--- config.mk ---
export PLATFORM = sky130hd
export DESIGN_NAME = sdram_cmd_tracker
export DESIGN_NICKNAME = d
export VERILOG_FILES = /design/src/rtl/sdcmd_pkg.sv /design/src/rtl/sdcmd_ctrl.sv /design/src/rtl/sdcmd_dqm.sv /design/src/rtl/sdram_cmd_tracker.sv
export SDC_FILE = /design/constraint.sdc
export NUM_CORES = 1
export LEC_CHECK = 0
export BUFFER_PORTS_ARGS = -buffer_cell sky130_fd_sc_hd__buf_2
export CAP_MARGIN = 25
export CORE_MARGIN = 2
export CORE_UTILIZATION = 55
export DETAILED_ROUTE_END_ITERATION = 16
export GPL_TIMING_DRIVEN = 0
export HOLD_SLACK_MARGIN = 0.05
export PLACE_DENSITY = 0.75
export SKIP_LAST_GASP = 1
export SLEW_MARGIN = 20
export SYNTH_ARGS = -nofsm -noshare
export SYNTH_HDL_FRONTEND = slang
export SYNTH_HIERARCHICAL = 1
export SYNTH_SLANG_ARGS = --single-unit
--- constraint.sdc ---
create_clock -name clk -period 3.65 [get_ports clk]
set_input_delay 0.1825 -clock clk [delete_from_list [all_inputs] [get_ports clk]]
set_output_delay 0.1825 -clock clk [all_outputs]
set_load 0.1 [all_outputs]
--- src/rtl/sdcmd_pkg.sv ---
`timescale 1ns/1ps
package sdcmd_pkg;
  typedef enum logic [3:0] {
    C_NOP = 4'd0, C_MRS, C_EMRS, C_ACT, C_RD, C_RDA, C_WR, C_WRA,
    C_PRE, C_PREA, C_BST, C_REF, C_SREF_IN, C_PDN_IN, C_DPD_IN, C_EXIT
  } cmd_e;

  typedef enum logic [2:0] {
    P_IDLE = 3'd0, P_ACTIVE, P_SREF, P_PDN, P_CSUSP, P_DPD, P_XSR
  } pwr_e;

  typedef struct packed {
    logic freeze;
    logic dataOff;
  } dq_strobe_t;
endpackage

--- src/rtl/sdcmd_ctrl.sv ---
`timescale 1ns/1ps
module sdcmd_ctrl import sdcmd_pkg::*; #(
  parameter int NBANK = 4,
  parameter int TRCD  = 3,
  parameter int TRP   = 3,
  parameter int TXSR  = 4,
  localparam int BAW  = $clog2(NBANK)
) (
  input  logic           clk,
  input  logic           rst_n,
  input  logic           cke,
  input  logic           csN,
  input  logic           rasN,
  input  logic           casN,
  input  logic           weN,
  input  logic           a10,
  input  logic [BAW-1:0] ba,
  output logic [3:0]     cmdCode,
  output logic [2:0]     pwrState,
  output logic           errPulse,
  output dq_strobe_t     strobe
);
  localparam int TMAX = (TRCD > TRP) ? TRCD : TRP;
  localparam int TW   = $clog2(TMAX + 1);
  localparam int XW   = $clog2(TXSR + 1);

  logic             ckePrev;
  pwr_e             mode;
  cmd_e             dec;
  logic             decErr;
  logic [2:0]       pat;
  logic [NBANK-1:0] openMask, bankErr;
  logic             anyOpen, normEdge, isRw, wipe;
  logic             modeErr, xsrErr, xsrLast;
  logic [XW-1:0]    xsrCnt, nopCnt, nopsNow;

  assign pat = {rasN, casN, weN};

  // edge decode from the clock-enable pair and the pin pattern
  always_comb begin
    dec    = C_NOP;
    decErr = 1'b0;
    if (!ckePrev) begin
      dec = cke ? C_EXIT : C_NOP;
    end else if (!cke) begin
      if (!csN && pat == 3'b001)      dec = C_SREF_IN;
      else if (!csN && pat == 3'b110) dec = C_DPD_IN;
      else begin
        dec    = C_PDN_IN;
        decErr = !csN && pat != 3'b111;
      end
    end else if (!csN) begin
      case (pat)
        3'b000: begin
          if (ba == BAW'(0))      dec = C_MRS;
          else if (ba == BAW'(1)) dec = C_EMRS;
          else                    decErr = 1'b1;
        end
        3'b001:  dec = C_REF;
        3'b010:  dec = a10 ? C_PREA : C_PRE;
        3'b011:  dec = C_ACT;
        3'b100:  dec = a10 ? C_WRA : C_WR;
        3'b101:  dec = a10 ? C_RDA : C_RD;
        3'b110:  dec = C_BST;
        default: dec = C_NOP;
      endcase
    end
  end

  assign anyOpen  = |openMask;
  assign normEdge = (mode == P_IDLE) && ckePrev && cke;
  assign isRw     = dec inside {C_RD, C_RDA, C_WR, C_WRA};
  assign wipe     = (mode == P_IDLE) && ckePrev && !cke && dec == C_DPD_IN;

  // per-bank open bit and spacing timer
  for (genvar b = 0; b < NBANK; b++) begin : g_bank
    logic          selB, isOpen, doAct, doClose;
    logic [TW-1:0] tmr;
    assign selB    = (ba == BAW'(b));
    assign doAct   = normEdge && dec == C_ACT && selB && !isOpen && tmr == '0;
    assign doClose = normEdge && isOpen &&
                     ((selB && (dec == C_PRE ||
                                ((dec == C_RDA || dec == C_WRA) && tmr == '0))) ||
                      dec == C_PREA);
    assign bankErr[b] = normEdge && selB &&
                        ((dec == C_ACT && (isOpen || tmr != '0)) ||
                         (isRw && (!isOpen || tmr != '0)));
    assign openMask[b] = isOpen;
    always_ff @(posedge clk or negedge rst_n) begin
      if (!rst_n) begin
        isOpen <= 1'b0;
        tmr    <= '0;
      end else if (doAct) begin
        isOpen <= 1'b1;
        tmr    <= TW'(TRCD - 1);
      end else if (doClose) begin
        isOpen <= 1'b0;
        tmr    <= TW'(TRP - 1);
      end else if (wipe) begin
        isOpen <= 1'b0;
        tmr    <= '0;
      end else if (tmr != '0) begin
        tmr <= tmr - TW'(1);
      end
    end
  end

  assign modeErr = (mode == P_IDLE) && ckePrev &&
                   (decErr || (anyOpen && dec inside {C_MRS, C_EMRS, C_REF, C_SREF_IN}));
  assign xsrLast = (mode == P_XSR) && xsrCnt == XW'(TXSR - 1);
  assign nopsNow = nopCnt + XW'(dec == C_NOP);
  assign xsrErr  = (mode == P_XSR) &&
                   (dec != C_NOP || (xsrLast && nopsNow < XW'(2)));

  always_ff @(posedge clk or negedge rst_n) begin
    if (!rst_n) begin
      ckePrev  <= 1'b1;
      mode     <= P_IDLE;
      cmdCode  <= '0;
      errPulse <= 1'b0;
      xsrCnt   <= '0;
      nopCnt   <= '0;
    end else begin
      ckePrev  <= cke;
      cmdCode  <= dec;
      errPulse <= (|bankErr) | modeErr | xsrErr;
      case (mode)
        P_IDLE: if (ckePrev && !cke)
          mode <= (dec == C_SREF_IN) ? P_SREF :
                  (dec == C_DPD_IN)  ? P_DPD  :
                  anyOpen            ? P_CSUSP : P_PDN;
        P_SREF: if (dec == C_EXIT) begin
          mode   <= P_XSR;
          xsrCnt <= '0;
          nopCnt <= '0;
        end
        P_XSR: begin
          xsrCnt <= xsrCnt + XW'(1);
          nopCnt <= nopsNow;
          if (xsrLast) mode <= P_IDLE;
        end
        default: if (dec == C_EXIT) mode <= P_IDLE;
      endcase
    end
  end

  assign pwrState       = (mode == P_IDLE && anyOpen) ? P_ACTIVE : mode;
  assign strobe.freeze  = (mode == P_CSUSP);
  assign strobe.dataOff = mode inside {P_SREF, P_PDN, P_DPD, P_XSR};

  a_r7_pdn_all_closed: assert property (@(posedge clk) disable iff (!rst_n)
    pwrState == P_PDN |-> openMask == '0);
  a_r8_sref_leaves_to_xsr: assert property (@(posedge clk) disable iff (!rst_n)
    pwrState == P_SREF |=> pwrState inside {P_SREF, P_XSR});
  a_r9_xsr_ends_idle: assert property (@(posedge clk) disable iff (!rst_n)
    pwrState == P_XSR |=> pwrState inside {P_XSR, P_IDLE});
  a_r10_dpd_exit_idle: assert property (@(posedge clk) disable iff (!rst_n)
    (pwrState == P_DPD && cke) |=> pwrState == P_IDLE);
endmodule

--- src/rtl/sdcmd_dqm.sv ---
`timescale 1ns/1ps
module sdcmd_dqm import sdcmd_pkg::*; #(
  parameter int RDLAT = 2
) (
  input  logic       clk,
  input  logic       rst_n,
  input  logic       dqm,
  input  dq_strobe_t strobe,
  output logic       wrMask,
  output logic       rdHiZ
);
  logic [RDLAT-1:0] pipe;

  if (RDLAT == 1) begin : g_lat1
    always_ff @(posedge clk or negedge rst_n) begin
      if (!rst_n)              pipe <= '1;
      else if (!strobe.freeze) pipe <= dqm;
    end
  end else begin : g_latn
    always_ff @(posedge clk or negedge rst_n) begin
      if (!rst_n)              pipe <= '1;
      else if (!strobe.freeze) pipe <= {pipe[RDLAT-2:0], dqm};
    end
  end

  assign wrMask = dqm | strobe.dataOff;
  assign rdHiZ  = pipe[RDLAT-1] | strobe.dataOff;

  if (RDLAT == 2) begin : g_chk
    a_r11_read_latency: assert property (@(posedge clk) disable iff (!rst_n)
      ($past(rst_n, 2) && !$past(strobe.freeze) && !$past(strobe.freeze, 2) && !strobe.dataOff)
        |-> rdHiZ == $past(dqm, 2));
  end
endmodule

--- src/rtl/sdram_cmd_tracker.sv ---
`timescale 1ns/1ps
module sdram_cmd_tracker import sdcmd_pkg::*; #(
  parameter int NBANK = 4,
  parameter int TRCD  = 3,
  parameter int TRP   = 3,
  parameter int TXSR  = 4,
  parameter int RDLAT = 2,
  localparam int BAW  = $clog2(NBANK)
) (
  input  logic           clk,
  input  logic           rst_n,
  input  logic           cke,
  input  logic           csN,
  input  logic           rasN,
  input  logic           casN,
  input  logic           weN,
  input  logic           a10,
  input  logic [BAW-1:0] ba,
  input  logic           dqm,
  output logic [3:0]     cmdCode,
  output logic [2:0]     pwrState,
  output logic           errPulse,
  output logic           wrMask,
  output logic           rdHiZ
);
  dq_strobe_t strobe;

  sdcmd_ctrl #(.NBANK(NBANK), .TRCD(TRCD), .TRP(TRP), .TXSR(TXSR)) u_ctrl (
    .clk(clk), .rst_n(rst_n), .cke(cke), .csN(csN), .rasN(rasN), .casN(casN),
    .weN(weN), .a10(a10), .ba(ba), .cmdCode(cmdCode), .pwrState(pwrState),
    .errPulse(errPulse), .strobe(strobe)
  );

  sdcmd_dqm #(.RDLAT(RDLAT)) u_dqm (
    .clk(clk), .rst_n(rst_n), .dqm(dqm), .strobe(strobe),
    .wrMask(wrMask), .rdHiZ(rdHiZ)
  );
endmodule

[Word level (Yosys, flattened, before mapping)]
Cells that the tools add are included.
Word-level totals
  register bits: 29
  input bits: 11
  output and inout bits: 10
  word-level logic and storage cells: 232
Cells by class
  add/sub/neg operators: 6
  $lt $le $gt $ge: 1
  equality and inequality tests: 32
  mux-type cells: 56
  bitwise logic cells: 4
  reduce and logical (&&, ||, !) cells: 118
Operators by type and width (count)
  $logic_and 1x1->1: 59
  $mux 2: 18
  $reduce_bool 4->1: 8
  $pmux 4 s7: 1
  $eq 4x4->1 const B: 6
  $mux 3: 8
  $mux 4: 6
  $logic_or 1x1->1: 23
  $mux 1: 20
  $eq 3x3->1 const B: 6
  $eq 4x3->1 const B: 4
  $eq 3x2->1 const B: 5
  $reduce_bool 3->1: 5
  $pmux 3 s2: 2
  $logic_not 2->1: 5
  $reduce_bool 2->1: 5
  $pmux 3 s3: 1
  $eq 4x2->1 const B: 2
  $reduce_or 4->1: 2
  $sub 2x1->2 const B: 4
  $logic_not 1->1: 6
  $logic_not 3->1: 2
  $eq 2x2->1 const B: 2
  $eq 4x1->1 const B: 1
  12 further kinds: 16

[Longest topological paths before layout]
  word-level depth: 16
  depth in mapped cells: 12
  depth with buffers taken out: 11

[Cells and area by module]
Netlist, hierarchy kept.
Modules (own cells, without submodules)
  sdcmd_ctrl: instances 1, cells each 243, area each 2077.0 um^2, seq. area each 676.9 um^2
  sdcmd_dqm: instances 1, cells each 6, area each 87.6 um^2, seq. area each 52.6 um^2

[Worst setup path after synthesis]
Ideal clock, no wire load.
  path type: input to register
  start: input weN
  end: register u_ctrl.errPulse
  library setup time: 0.142 ns
  arrival: 2.119 ns
  required time: 3.508 ns
  setup slack: 1.390 ns
  stages on the path: 12
  buffers on the path: 1
  cell sequence: buf_6 or3_4 or2_4 nand3_4 nand2_2 nor3_1 ha_1 ha_1 xor2_1 nor3b_1 o41ai_2 o2111ai_1
On the way
  word-level cells in the longest chain between the ends: 14
  elaborated cells between the ends (all ways): 63
  classes of those cells: add/sub (1); order compare (1); eq/ne (16); mux (12); bitwise (2); reduce/logical (31)
RTL lines
  start, declared: RTL line sdram_cmd_tracker.sv:16  | input logic weN,
  branches (longest 4 deep; another with $pmux 4 s7)
  $mux 4 *: RTL line sdcmd_ctrl.sv:45  | end else if (!cke) begin
  $mux 4 *: RTL line sdcmd_ctrl.sv:43  | if (!ckePrev) begin
  net u_ctrl.dec[0]: RTL line sdcmd_ctrl.sv:29  | cmd_e dec;
  branches (longest 7 deep; another with $add 3x1->3)
  $or 1x1->1 *: RTL line sdcmd_ctrl.sv:126  | errPulse <= (|bankErr) | modeErr | xsrErr;
  end signal, assigned: RTL line sdcmd_ctrl.sv:126
  end, declared: RTL line sdcmd_ctrl.sv:20  | output logic errPulse,
Mark *: on every way through the listed nets, which the timed path passes.
A chain may end at the register's enable or synchronous reset.

[Final worst setup path]
  start: input cke
  end: register u_ctrl.errPulse
On the way
  word-level cells in the longest chain between the ends: 10
  elaborated cells between the ends (all ways): 50
  classes of those cells: add/sub (1); order compare (1); eq/ne (9); mux (5); bitwise (2); reduce/logical (32)
RTL lines
  start, declared: RTL line sdram_cmd_tracker.sv:12  | input logic cke,
  $mux 4 (on tied branches): RTL line sdcmd_ctrl.sv:44, sdcmd_ctrl.sv:45
  $mux 4 *: RTL line sdcmd_ctrl.sv:43
  net u_ctrl.dec[0]: RTL line sdcmd_ctrl.sv:29
  branches (longest 7 deep; another with $add 3x1->3)
  $or 1x1->1 *: RTL line sdcmd_ctrl.sv:126
Marked as above.

==> results.cfg <==
[synthesis]
yosysUniqueCellTypes = 63
synth.avg_cell_area_um2 = 8.69
seq_area_frac_synth_pct = 33.7
synth_edf_count = 0
netlist_instances = 249
syn_nets = 268
ys_async_sr_fraction_pct = 100
synth_top_flop_cell = dfrtp_1
yosysWarnings = 6
synth.cell_area_um2 = 2160
synth_seq_cells = 29

[clock_tree]
cts_tree = done
cts_buffer_depth = 2
cts-htree-levels = 2
clock_sinks = 29
root_buffer = clkbuf_8
clkTransAtPathRegs_ns = 0.07
numCtsBuffers = 5
clk_latency_ns = 0.29

[run_status]
outcome = finished clean

[drt]
vias_per_cell = 5.77
postRouteAntennaNets = 0
first_pass_iters = 4
finalWirelength_mm = 4.56
wl_per_cell_um = 14.1
drc = 0
vias = 1870
drtIter0Drc = 123

[global_route]
grt_pass1_wl_mm = 7.82
grt-ovfl-total = 0
grt_max_degree = 30
grt_pass1_vias = 1781
antenna_found_initial = 0
grt_usage_pct = 23.5

[setup_path]
r2r_cells = 10
cp-start-kind = primary input
path_max_fanout = 10
crit_cells = 13
cp-end-kind = flop
slowest_stage = dlygate4sd3_1
critPathRequiredTime_ns = 3.80
crit_arrival_ns = 2.86
cp_slowest_stage_delay_ns = 0.53
crit_family = buffers and inverters
ff2ff_setup_slack_ns = 1.03
crit_buf_inv = 3
crit_chain = dlygate4sd3_1, buf_2, buf_2, nor2b_1, a21oi_2, nand2_2, nor3_1, ha_1, ha_1, xor2_1, nor3b_1, o41ai_2, o2111ai_1
setup.worst_path.class = primary input to flop

[die]
die_h_um = 66.7
dieWidth_um = 66.7
start_util_pct = 58.2
placementRows = 22
core_um2 = 3720
pin_count = 21
die_area_um2 = 4450

[layout]
seqCellArea_um2 = 729
drive_above_1_share_pct = 21.7
insertedDiodeCount = 0
nFillCells = 332
final_nets = 294
finalInstanceArea_um2 = 2420
post-route-util_pct = 65.1
syn_to_final_growth_pct = 11.8
multi_input_area_um2 = 1320
final_cell_mix = 31 x nand2_1, 26 x dfrtp_1, 21 x buf_2, 20 x nor2_1, 16 x o21ai_0
final_common_cell = nand2_1

[timing]
finalMaxSlewViolations = 0
fmax_mhz = 369
period_share_pct = 74.2
finalCriticalPeriod_ns = 2.71
skew_ns = 0.0139
finalHoldViolations = 0
setup_viol_count_final = 0
rsz0062_at_grt = false
max_slew_margin_pct = 53.2
setup_tns_ns = 0
tightest_slew_ns = 0.695

[worst_hold_path]
hp-class = primary input to flop
whs_path_depth = 2

[placement]
dp_hpwl_mm = 3.31
dpl-instance-area_um2 = 2310
port-buffer-count = 17
place.gp.congestion = 0.828

[power]
p_total_mw = 1.65
p_leak_nw = 1.06
power_per_cell_area_nw_per_um2 = 683
ir_drop_mv = 0.604

[run]
cap_violations = 0
==> routing by layer <==
layer / track usage (%) / vias to the layer above / routed length, µm
met3: 5.24 / 11 / 183
li1: - / 936 / -
met4: 9.18 / 0 / 81
met1: 30.1 / 883 / 2210
met2: 38.5 / 40 / 2090
met5: 0 / - / 0
==> worst paths after layout <==
kind                                  startpoint                       to
worst max register to register    u_ctrl/ckePrev          u_ctrl/errPulse
min in group asynchronous                  rst_n         u_ctrl/nopCnt[1]
worst max-delay path                         cke          u_ctrl/errPulse
worst min register to register  u_ctrl/xsrCnt[2]         u_ctrl/xsrCnt[2]
worst min-delay path                         dqm            u_dqm/pipe[0]
max in group asynchronous                  rst_n  u_ctrl/g_bank[2].isOpen
==> area by class of cell <==
cell class / count / share of cell area, %
tap: 48 / 2.48
sequential: 29 / 30.1
inverter: 10 / 1.55
buffer: 15 / 3.05
timing repair buffer: 19 / 4.34
clock buffer: 8 / 3.72
multi-input combinational: 195 / 54.7
==> cell usage after synthesis, types with 2 or more instances <==
| cell type | number | area share (%) |
|---|---|---|
| a211oi_1 | 2 | 0.69 |
| nand2_1 | 31 | 5.4 |
| a41oi_2 | 2 | 1.5 |
| and2_0 | 2 | 0.58 |
| nand3_1 | 5 | 1.2 |
| o22ai_1 | 2 | 0.58 |
| a21oi_1 | 12 | 2.8 |
| o211ai_2 | 2 | 1.2 |
| nor2b_1 | 9 | 2.6 |
| nor3b_2 | 3 | 1.7 |
| o211ai_1 | 5 | 1.7 |
| dfrtp_1 | 26 | 30 |
| nor2_1 | 20 | 3.5 |
| o21ai_0 | 16 | 3.7 |
| nand3b_1 | 4 | 1.4 |
| nor3b_1 | 3 | 1.0 |
| dfstp_2 | 3 | 3.6 |
| nand4_1 | 4 | 1.2 |
| o21ai_1 | 2 | 0.46 |
| mux2_2 | 2 | 1.0 |
| a22o_1 | 4 | 1.6 |
| inv_1 | 10 | 1.7 |
| and2_1 | 3 | 0.87 |
| nor3_1 | 2 | 0.46 |
| a21o_1 | 3 | 1.0 |
| o21a_1 | 3 | 1.0 |
| xnor2_1 | 5 | 2.0 |
| nand2_2 | 3 | 0.87 |
| or2_2 | 2 | 0.58 |
| a31o_1 | 2 | 0.81 |
| buf_2 | 4 | 0.92 |
| ha_1 | 8 | 4.6 |
| clkbuf_1 | 8 | 1.4 |
| nand2b_1 | 7 | 2.0 |
| nor4_2 | 2 | 1.2 |
==> report_power, final <==
| part | internal, mW | switching, mW |
|---|---|---|
| registers | 0.433 | 0.0546 |
| logic | 0.301 | 0.592 |
| clock network | 0.153 | 0.118 |
==> timing repair <==
item                       4_1_cts  5_1_grt
gates resized for setup          0        0
buffers inserted                 0        0
setup endpoints to repair        0        0
hold buffers                     2        0
hold endpoints to repair        27        0
==> worst reg2reg max path: cells and delay by family, from the launching register on <==
family,cells,cell delay (ns)
fa+ha+maj,2,0.42
xor+xnor,1,0.16
compound gates,2,0.43
flops,1,0.60
simple gates,5,0.88
==> registers in the layout, summed over array words and instances (netlist names) <==
register              cells
u_ctrl/g_bank.isOpen      4
u_dqm/pipe                2
u_ctrl/xsrCnt             3
u_ctrl/nopCnt             3
u_ctrl/ckePrev            1
u_ctrl/g_bank.tmr         8
u_ctrl/errPulse           1
u_ctrl/mode               3
u_ctrl/cmdCode            4
==> per-stage QoR <==
step	hold WS, ns	cells	setup WS (ns)
after CTS	0.143	324	0.974
after global placement	0.245	314	1.01
after detailed placement	0.253	314	1.02
final	0.149	324	0.940
after global routing	0.155	324	0.764
after floorplan	-0.113	249	1.39
==> kinds of logic (layout without fill, tap and decap cells) <==
| family | count (synthesis) | count (layout) | synth area share (%) |
|---|---|---|---|
| xor gates and xnor gates | 6 | 6 | 2.43 |
| AOI/OAI and AO/OA | 64 | 64 | 21.3 |
| adders and majority gates | 8 | 8 | 4.62 |
| DFF | 29 | 29 | 33.7 |
| muxes | 3 | 3 | 1.50 |
| buffers and inverters | 25 | 52 | 5.14 |
| and+or+nand+nor | 114 | 114 | 31.3 |
(Power assumes the default switching activity.)
